## config.mk

```make
export PLATFORM = sky130hd
export DESIGN_NAME = ddr3_cmd_sched
export DESIGN_NICKNAME = d
export VERILOG_FILES = /design/src/rtl/ddr3_sched_pkg.sv /design/src/rtl/ddr3_bank_table.sv /design/src/rtl/ddr3_gap_timer.sv /design/src/rtl/ddr3_req_stage.sv /design/src/rtl/ddr3_cmd_sched.sv
export SDC_FILE = /design/constraint.sdc
export NUM_CORES = 1
export LEC_CHECK = 0
export ABC_CLOCK_PERIOD_IN_PS = 4200
export CORE_MARGIN = 3
export CORE_UTILIZATION = 45
export CTS_CLUSTER_DIAMETER = 50
export DETAILED_ROUTE_END_ITERATION = 7
export PLACE_DENSITY_LB_ADDON = 0.08
export SYNTH_ARGS = -nofsm -noshare
export SYNTH_HDL_FRONTEND = slang
export SYNTH_SLANG_ARGS = --single-unit
```

## constraint.sdc

```tcl
create_clock -name clk_i -period 4.2 [get_ports clk_i]
set_input_delay 0.84 -clock clk_i [delete_from_list [all_inputs] [get_ports clk_i]]
set_output_delay 0.84 -clock clk_i [all_outputs]
set_load 0.02 [all_outputs]
```

## src/rtl/ddr3_sched_pkg.sv

```systemverilog
package ddr3_sched_pkg;
  // {cs_n, ras_n, cas_n, we_n}
  typedef enum logic [3:0] {
    CMD_REF = 4'b0001,
    CMD_PRE = 4'b0010,
    CMD_ACT = 4'b0011,
    CMD_WR  = 4'b0100,
    CMD_RD  = 4'b0101,
    CMD_NOP = 4'b0111
  } cmd_e;

  typedef enum logic [2:0] {
    ST_IDLE, ST_PRE, ST_ACT, ST_COL, ST_PREA, ST_REF
  } st_e;
endpackage

```

## src/rtl/ddr3_bank_table.sv

```systemverilog
module ddr3_bank_table #(
  parameter int NB    = 8,
  parameter int BA_W  = 3,
  parameter int ROW_W = 13
) (
  input  logic             clk_i,
  input  logic             rst_ni,
  input  logic             open_i,
  input  logic [BA_W-1:0]  open_bank_i,
  input  logic [ROW_W-1:0] open_row_i,
  input  logic             close_i,
  input  logic [BA_W-1:0]  close_bank_i,
  input  logic             close_all_i,
  input  logic [BA_W-1:0]  look_bank_i,
  output logic             look_open_o,
  output logic [ROW_W-1:0] look_row_o,
  output logic             any_open_o
);
  logic [NB-1:0]    open_q;
  logic [ROW_W-1:0] row_q [NB];

  for (genvar g = 0; g < NB; g++) begin : g_bank
    logic             open_r;
    logic [ROW_W-1:0] row_r;
    always_ff @(posedge clk_i or negedge rst_ni) begin
      if (!rst_ni) begin
        open_r <= 1'b0;
        row_r  <= '0;
      end else if (close_all_i || (close_i && close_bank_i == BA_W'(g))) begin
        open_r <= 1'b0;
      end else if (open_i && open_bank_i == BA_W'(g)) begin
        open_r <= 1'b1;
        row_r  <= open_row_i;
      end
    end
    assign open_q[g] = open_r;
    assign row_q[g]  = row_r;
  end

  assign look_open_o = open_q[look_bank_i];
  assign look_row_o  = row_q[look_bank_i];
  assign any_open_o  = |open_q;
endmodule

```

## src/rtl/ddr3_gap_timer.sv

```systemverilog
module ddr3_gap_timer #(
  parameter int CW = 5
) (
  input  logic          clk_i,
  input  logic          rst_ni,
  input  logic          load_i,
  input  logic [CW-1:0] load_val_i,
  output logic          idle_o
);
  logic [CW-1:0] cnt_q;

  always_ff @(posedge clk_i or negedge rst_ni) begin
    if (!rst_ni)               cnt_q <= '0;
    else if (load_i)           cnt_q <= load_val_i;
    else if (cnt_q != '0)      cnt_q <= cnt_q - 1'b1;
  end

  assign idle_o = (cnt_q == '0);
endmodule

```

## src/rtl/ddr3_req_stage.sv

```systemverilog
module ddr3_req_stage #(
  parameter int W = 8
) (
  input  logic         clk_i,
  input  logic         rst_ni,
  input  logic         valid_i,
  output logic         ready_o,
  input  logic [W-1:0] data_i,
  output logic         valid_o,
  output logic [W-1:0] data_o,
  input  logic         pop_i
);
  logic         valid_q;
  logic [W-1:0] data_q;

  assign ready_o = !valid_q || pop_i;

  always_ff @(posedge clk_i or negedge rst_ni) begin
    if (!rst_ni) begin
      valid_q <= 1'b0;
      data_q  <= '0;
    end else if (valid_i && ready_o) begin
      valid_q <= 1'b1;
      data_q  <= data_i;
    end else if (pop_i) begin
      valid_q <= 1'b0;
    end
  end

  assign valid_o = valid_q;
  assign data_o  = data_q;
endmodule

```

## src/rtl/ddr3_cmd_sched.sv

```systemverilog
module ddr3_cmd_sched
  import ddr3_sched_pkg::*;
#(
  parameter int NUM_BANKS = 8,
  parameter int ROW_W     = 13,
  parameter int COL_W     = 10,  // must stay <= 10, bit 10 carries the precharge flag
  parameter int ADDR_W    = 14,  // must cover ROW_W and bit 10
  parameter int T_RCD     = 3,
  parameter int T_RP      = 4,
  parameter int T_RFC     = 12,
  parameter int T_COL     = 2,
  localparam int BA_W     = $clog2(NUM_BANKS)
) (
  input  logic              clk_i,
  input  logic              rst_ni,
  input  logic              req_valid_i,
  output logic              req_ready_o,
  input  logic [BA_W-1:0]   req_bank_i,
  input  logic [ROW_W-1:0]  req_row_i,
  input  logic [COL_W-1:0]  req_col_i,
  input  logic              req_write_i,
  input  logic              req_autopre_i,
  input  logic              ref_req_i,
  output logic              ref_ack_o,
  output logic              cke_o,
  output logic              cs_n_o,
  output logic              ras_n_o,
  output logic              cas_n_o,
  output logic              we_n_o,
  output logic [BA_W-1:0]   ba_o,
  output logic [ADDR_W-1:0] addr_o
);
  localparam int GAP_MAX = T_RFC + T_RCD + T_RP + T_COL;
  localparam int CW      = $clog2(GAP_MAX + 1);

  typedef struct packed {
    logic [BA_W-1:0]  bank;
    logic [ROW_W-1:0] row;
    logic [COL_W-1:0] col;
    logic             wr;
    logic             ap;
  } req_t;
  localparam int REQ_W = $bits(req_t);

  req_t             in_req, a_req, cur_q;
  logic [REQ_W-1:0] a_data;
  logic             a_valid, take;
  st_e              st_q, st_d;
  cmd_e             cmd_d;
  logic [BA_W-1:0]  ba_d;
  logic [ADDR_W-1:0] addr_d;
  logic [CW-1:0]    gap;
  logic             gap_idle, issue, ref_ack_d;
  logic             bt_open, bt_close, bt_close_all;
  logic             look_open, any_open;
  logic [ROW_W-1:0] look_row;

  assign in_req = '{bank: req_bank_i, row: req_row_i, col: req_col_i,
                    wr: req_write_i, ap: req_autopre_i};
  assign a_req  = req_t'(a_data);

  // decode stage: holds the next request while the executor drives the bus
  ddr3_req_stage #(.W(REQ_W)) u_stage (
    .clk_i, .rst_ni,
    .valid_i (req_valid_i),
    .ready_o (req_ready_o),
    .data_i  (in_req),
    .valid_o (a_valid),
    .data_o  (a_data),
    .pop_i   (take)
  );

  ddr3_bank_table #(.NB(NUM_BANKS), .BA_W(BA_W), .ROW_W(ROW_W)) u_banks (
    .clk_i, .rst_ni,
    .open_i       (bt_open),
    .open_bank_i  (cur_q.bank),
    .open_row_i   (cur_q.row),
    .close_i      (bt_close),
    .close_bank_i (cur_q.bank),
    .close_all_i  (bt_close_all),
    .look_bank_i  (a_req.bank),
    .look_open_o  (look_open),
    .look_row_o   (look_row),
    .any_open_o   (any_open)
  );

  ddr3_gap_timer #(.CW(CW)) u_gap (
    .clk_i, .rst_ni,
    .load_i     (issue),
    .load_val_i (gap - CW'(1)),
    .idle_o     (gap_idle)
  );

  always_comb begin
    st_d         = st_q;
    cmd_d        = CMD_NOP;
    ba_d         = '0;
    addr_d       = '0;
    gap          = CW'(1);
    take         = 1'b0;
    bt_open      = 1'b0;
    bt_close     = 1'b0;
    bt_close_all = 1'b0;
    ref_ack_d    = 1'b0;
    case (st_q)
      ST_IDLE: begin
        if (ref_req_i) begin
          st_d = any_open ? ST_PREA : ST_REF;
        end else if (a_valid) begin
          take = 1'b1;
          if (!look_open)                st_d = ST_ACT;
          else if (look_row == a_req.row) st_d = ST_COL;
          else                           st_d = ST_PRE;
        end
      end
      ST_PRE: if (gap_idle) begin
        cmd_d    = CMD_PRE;
        ba_d     = cur_q.bank;
        gap      = CW'(T_RP);
        bt_close = 1'b1;
        st_d     = ST_ACT;
      end
      ST_ACT: if (gap_idle) begin
        cmd_d                = CMD_ACT;
        ba_d                 = cur_q.bank;
        addr_d[ROW_W-1:0]    = cur_q.row;
        gap                  = CW'(T_RCD);
        bt_open              = 1'b1;
        st_d                 = ST_COL;
      end
      ST_COL: if (gap_idle) begin
        cmd_d             = cur_q.wr ? CMD_WR : CMD_RD;
        ba_d              = cur_q.bank;
        addr_d[COL_W-1:0] = cur_q.col;
        addr_d[10]        = cur_q.ap;
        gap               = cur_q.ap ? CW'(T_COL + T_RP) : CW'(T_COL);
        bt_close          = cur_q.ap;
        st_d              = ST_IDLE;
      end
      ST_PREA: if (gap_idle) begin
        cmd_d        = CMD_PRE;
        addr_d[10]   = 1'b1;
        gap          = CW'(T_RP);
        bt_close_all = 1'b1;
        st_d         = ST_REF;
      end
      ST_REF: if (gap_idle) begin
        cmd_d     = CMD_REF;
        gap       = CW'(T_RFC);
        ref_ack_d = 1'b1;
        st_d      = ST_IDLE;
      end
      default: st_d = ST_IDLE;
    endcase
  end

  assign issue = (cmd_d != CMD_NOP);

  always_ff @(posedge clk_i or negedge rst_ni) begin
    if (!rst_ni) begin
      st_q   <= ST_IDLE;
      cur_q  <= '0;
    end else begin
      st_q <= st_d;
      if (take) cur_q <= a_req;
    end
  end

  always_ff @(posedge clk_i or negedge rst_ni) begin
    if (!rst_ni) begin
      {cs_n_o, ras_n_o, cas_n_o, we_n_o} <= 4'b1111;
      cke_o     <= 1'b0;
      ba_o      <= '0;
      addr_o    <= '0;
      ref_ack_o <= 1'b0;
    end else begin
      {cs_n_o, ras_n_o, cas_n_o, we_n_o} <= cmd_d;
      cke_o     <= 1'b1;
      ba_o      <= ba_d;
      addr_o    <= addr_d;
      ref_ack_o <= ref_ack_d;
    end
  end
endmodule

```

---- Word-level counts from Yosys, hierarchy flattened ----
Cells that the tools add are included.
operators by class
  $add $sub $neg .......................... 2
  multipliers ............................. 0
  divide/modulo/power cells ............... 0
  order comparisons ....................... 2
  eq/ne operators ......................... 19
  shifts and indexed selects .............. 0
  multiplexer cells ....................... 63
  bitwise gates (word level) .............. 9
  reduce and logical (&&, ||, !) cells .... 54
operators with widths
  cell                                                 count
  2-to-1 mux 3 bit                                     14
  binary-select mux 13 bit (select 3 bit)              1
  2-to-1 mux 13 bit                                    3
  2-to-1 mux 1 bit                                     29
  case mux 10 bit (2 select lines)                     1
  nonzero test 2 bit                                   10
  equality test 3 bit, second input constant           6
  logical AND 1 bit                                    17
  case mux 4 bit (4 select lines)                      1
  AND reduction 2 bit                                  8
  case mux 3 bit (5 select lines)                      1
  equality test 13 bit                                 1
  equality test 3 x 2 -> 1 bit, second input constant  4
  case mux 3 bit (4 select lines)                      1
  2-to-1 mux 11 bit                                    1
  2-to-1 mux 2 bit                                     5
  2-to-1 mux 5 bit                                     2
  subtractor 5 x 1 -> 5 bit, second input constant     2
  logical OR 1 bit                                     9
  NOT 1 bit                                            8
  OR reduction 8 bit                                   1
  equality test 3 x 1 -> 1 bit, second input constant  2
  logical NOT 3 bit                                    2
  != test 2 bit, second input constant                 3
  other kinds (16)                                     17
word-level totals
  bits in registers ....................... 199
  latch bits .............................. 0
  RAM bits ................................ 0
  bits in read-only memories .............. 0
  bits of input ports ..................... 32
  output and inout bits ................... 24
  word-level logic and storage cells ...... 182
  memories ................................ 0

---- Depth between registers and ports, before layout ----
  depth in word-level cells ............... 10
  gate-level depth with buffers ........... 9
  gate-level depth less buffers ........... 8

---- Hierarchy ----
A second synthesis with hierarchy kept.
second synthesis, totals
  cells, all modules ...................... 619
  area total of the unflattened synthesis .. 9110.0 µm²
modules (own cells, without submodules)
  module           instances  cells an instance  area an instance (µm²)  seq. area each (µm²)
  ddr3_bank_table  1          323                5335.1                  2802.7
  ddr3_cmd_sched   1          207                2326.0                  1331.3
  ddr3_req_stage   1          62                 1169.9                  725.7
  ddr3_gap_timer   1          27                 279.0                   125.1

---- Worst setup path before layout ----
Ideal clock, no wire load.
  path kind ............................... input to register
  from .................................... input port ref_req_i
  to ...................................... register u_stage.data_q[10], in the netlist u_stage.data_o[10]
  setup time .............................. 125 ps
  arrival time ............................ 2037 ps
  required time ........................... 4075 ps
  slack ................................... 2038 ps
  stages .................................. 6
  path buffers ............................ 1
  cells stage by stage .................... nor2_1 -> nand2_1 -> nand2_1 -> nand2_1 -> buf_2 -> mux2_2
on the way
  cells in the longest elaborated chain, start to end .. 4
RTL lines
  element                 RTL line               source
  start: declaration      ddr3_cmd_sched.sv:23   input logic ref_req_i,
  2-to-1 mux 1 bit        ddr3_cmd_sched.sv:107  if (ref_req_i) begin
  2-to-1 mux 1 bit        ddr3_cmd_sched.sv:105  case (st_q)
  logical OR 1 bit        ddr3_req_stage.sv:16   assign ready_o = !valid_q || pop_i;
  named net req_ready_o   ddr3_cmd_sched.sv:17   output logic req_ready_o,
  logical AND 1 bit       ddr3_req_stage.sv:22   end else if (valid_i && ready_o) begin
  end signal: assignment  ddr3_req_stage.sv:24   data_q <= data_i;
  end: declaration        ddr3_req_stage.sv:14   logic [W-1:0] data_q;
The timed path passes the listed nets, and every way through them passes these cells.
A chain may end at the register's enable or synchronous reset.

---- Final worst setup path ----
  from .................................... register st_q[1]
  to ...................................... output port req_ready_o
on the way
  cells in the longest elaborated chain, start to end .. 3
RTL lines
  element                   RTL line               source
  start: declaration        ddr3_cmd_sched.sv:48   st_e st_q, st_d;
  start signal: assignment  ddr3_cmd_sched.sv:164  st_q <= st_d;
  logical NOT 3 bit         ddr3_cmd_sched.sv:105
  2-to-1 mux 1 bit          ddr3_cmd_sched.sv:105
  logical OR 1 bit          ddr3_req_stage.sv:16
  end: declaration          ddr3_cmd_sched.sv:17
Every way passes these cells.

==> impl_results.md <==
* Initial Util at between 40% and 50%
* P&R area growth vs syn at 14.9%
* PwrDens at approximately 700 mW/mm^2
* Min-Delay Startpoint: u_banks.g_bank[7].row_r[11]$_DFFE_PN0P_
* Vias per cell at between 5 and 6
* DP Worst Slack at 1060 ps
* DIE HEIGHT at approximately 150 um
* Clock slew at reported path FFs at 70 ps
* Yosys cell types at 54
* Count leader, synth: dfrtp_1
* Synth warn at 0
* DPL Wire Length at between 10000 and 15000 um
* Placed Area at around 0.0097 mm^2
* Number of port buffers at 54
* Vias in the first global route at about 5500
* Register bit total from synthesis at between 150 and 200
* Seq/Total Area, Yosys at between 50% and 60%
* Data required time of the worst path at 3360 ps
* Initial antenna violation count at 0
* Proportion of netlist area held by the largest area contributor at roughly 54%
* Post-synth EDFFs at 0
* Startpoint types: register
* Avg Cell Area, Syn at 14.5 um^2
* Ys async rst share at 100%
* Post-DRT Antenna Nets at 0
* Status: completed
* Row count at between 50 and 60
* Crit path cell chain: nor2_1 > nand2_1 > nand2_1 > clkdlybuf4s50_1
* Final Skew at between 10 and 15 ps
* Max_cap viols at 0
* Crit share post-route at between 70% and 80%
* Syn Inst Count at 619
* Slew @ Worst Pin at 1040 ps
* RSZ-0062 raised after global routing: no
* Setup WS post-layout at between 900 and 1000 ps
* Critical Path Source: st_q[1]$_DFFE_PN0P_
* Maximum vdd drop at between 0.2 and 0.3 mV
* I/O pin count at 56
* Cell Area, Synth at ~0.0090 mm^2
* Post-synth top cells: dfrtp_1 (195), mux2_2 (140), mux2i_1 (34)
* Finished Cell Area at just over 0.01 mm^2
* Cell Count Post-Placement at between 900 and 1000
* # diodes at 0
* # setup viols final at 0
* Residual overflow from global routing at 0
* Slowest stage cell, crit path: clkdlybuf4s50_1
* Gp weighted congestion at 0.807
* Core Area at 0.0195 mm^2
* Wire length per cell at between 20 and 25 um
* Final net count at 691
* Final WL at 19500 um
* Top cells by area, synth: dfrtp_1 (54%), mux2_2 (18%), mux4_2 (4.8%)
* RR Startpoint: u_stage.data_o[26]$_DFFE_PN0P_
* Vias after detailed routing at between 5000 and 6000
* Hold Path Class: reg -> reg
* Global-route wire length before repair at around 32000 um
* Total Routing Usage GR at a little under a fifth
* Most used DFF post-synth: dfrtp_1
* Clk Latency, worst-skew pair at 440 ps
* Resize count post-CTS at 0
* Final Hold Vio Count at 0
* Pleak at roughly 0.0047 uW
* CP Class: reg -> out
* Post-synth top area cell: dfrtp_1
* Max clock buf depth at 2
* Num Clock Sinks at roughly 200
* CTS root buf: clkbuf_16
* Endpoint class of the critical path: output port
* Die Footprint at ~0.022 mm^2
* CTS buffer count at 17
* Hold_buf cts at 0
* H-tree levels at 4
* Final setup TNS at 0 ps
* Max Fclk at around 0.31 GHz
* CP top delay family: simple AND/OR/NAND/NOR gates
* # DRC at 0
* Layout cells sized above 1 at a little under two fifths
* Buf/Inv on CP at 1
* Final non-filler cell total at 936
* Worst rel slew slack at 30.4%
* DR iter-0 viols at ~270
* Setup Fix Bufs, Post-CTS at 0
* Max FO, Critical Path at 15
* Max stage delay on crit path at 620 ps
* Drt pass-1 iters at 4
* Number of max-slew violations in the final report at 0
* Worst EP arrival at approximately 2400 ps
* CTS tree: yes
* Min cycle time layout at between 3000 and 4000 ps
* Chip width at about 150 um
* Largest net degree at the start of global routing at 115
* Crit path top cell by count: nand2_1
[registers in the layout, summed over array words and instances (netlist names), 3 cells and up]
register,count
u_gap.cnt_q,5
addr_o,13
cur_q,28
u_banks.g_bank.open_r,8
u_banks.g_bank.row_r,104
u_stage.data_o,28
ba_o,3
st_q,3
[per-layer routing]
metal | track usage, % | wire length, um | up-vias
met4 | 4.15 | 175 | 0
met2 | 32.2 | 9950 | 74
met5 | 0 | 0 | -
li1 | - | - | 2307
met1 | 25.3 | 8830 | 2682
met3 | 3.65 | 515 | 16
[kinds of logic (layout without fill, tap and decap cells)]
kind of cell / count (synthesis) / count (layout) / synth area share [%]
buffers and inverters: 56 / 107 / 3.32
xor gates and xnor gates: 17 / 17 / 1.66
AOI/OAI and AO/OA: 41 / 41 / 3.32
adders and majority gates: 1 / 1 / 0.139
DFF: 199 / 199 / 55.4
other: 2 / 3 / 0.0835
and+or+nand+nor: 83 / 83 / 5.48
muxes: 220 / 220 / 30.6
[cells in the final DEF, fill, tap and decap left out, drive strengths merged, types with 7 or more instances in the layout]
cell           instances
a21oi                  7
buf                   12
clkbuf                19
clkdlybuf4s50         53
dfrtp                195
inv                   15
mux2                 167
mux2i                 34
mux4                  19
nand2                 12
nor2                  31
nor4                   7
xnor2                 11
[worst paths after layout]
kind                                                           end  slack, ps  depth (start not counted)
max                                                    req_ready_o        980                          4
min                        u_banks.g_bank[7].row_r[11]$_DFFE_PN0P_        510                          1
max reg2reg                                    st_q[1]$_DFFE_PN0P_       1260                          7
min reg2reg                u_banks.g_bank[7].row_r[11]$_DFFE_PN0P_        510                          1
max in group asynchronous                    cur_q[27]$_DFFE_PN0P_       2740                          2
min in group asynchronous            u_stage.data_o[1]$_DFFE_PN0P_        520                          1
[through the flow]
step	util [%]	hold WS [ps]	total power, uW
floorplan	-	473	4880
global placement	49.8	482	5450
detailed placement	49.8	490	5550
CTS	52.9	510	7250
global route	52.9	519	7600
finish	52.9	505	7160
[layout make-up]
cell class	count	area, um^2
timing repair buffer	66	647
sequential	199	4980
tap	265	332
clock buffer	18	439
fill	1635	9190
clock inverter	14	179
inverter	9	33.8
multi-input combinational	365	3720
[power by group]
group	switching [uW]	internal, uW	total, uW
sequential	703	2580	3280
combinational	942	1260	2200
clock	806	873	1680
total	2450	4710	7160
(Power assumes the default switching activity.)
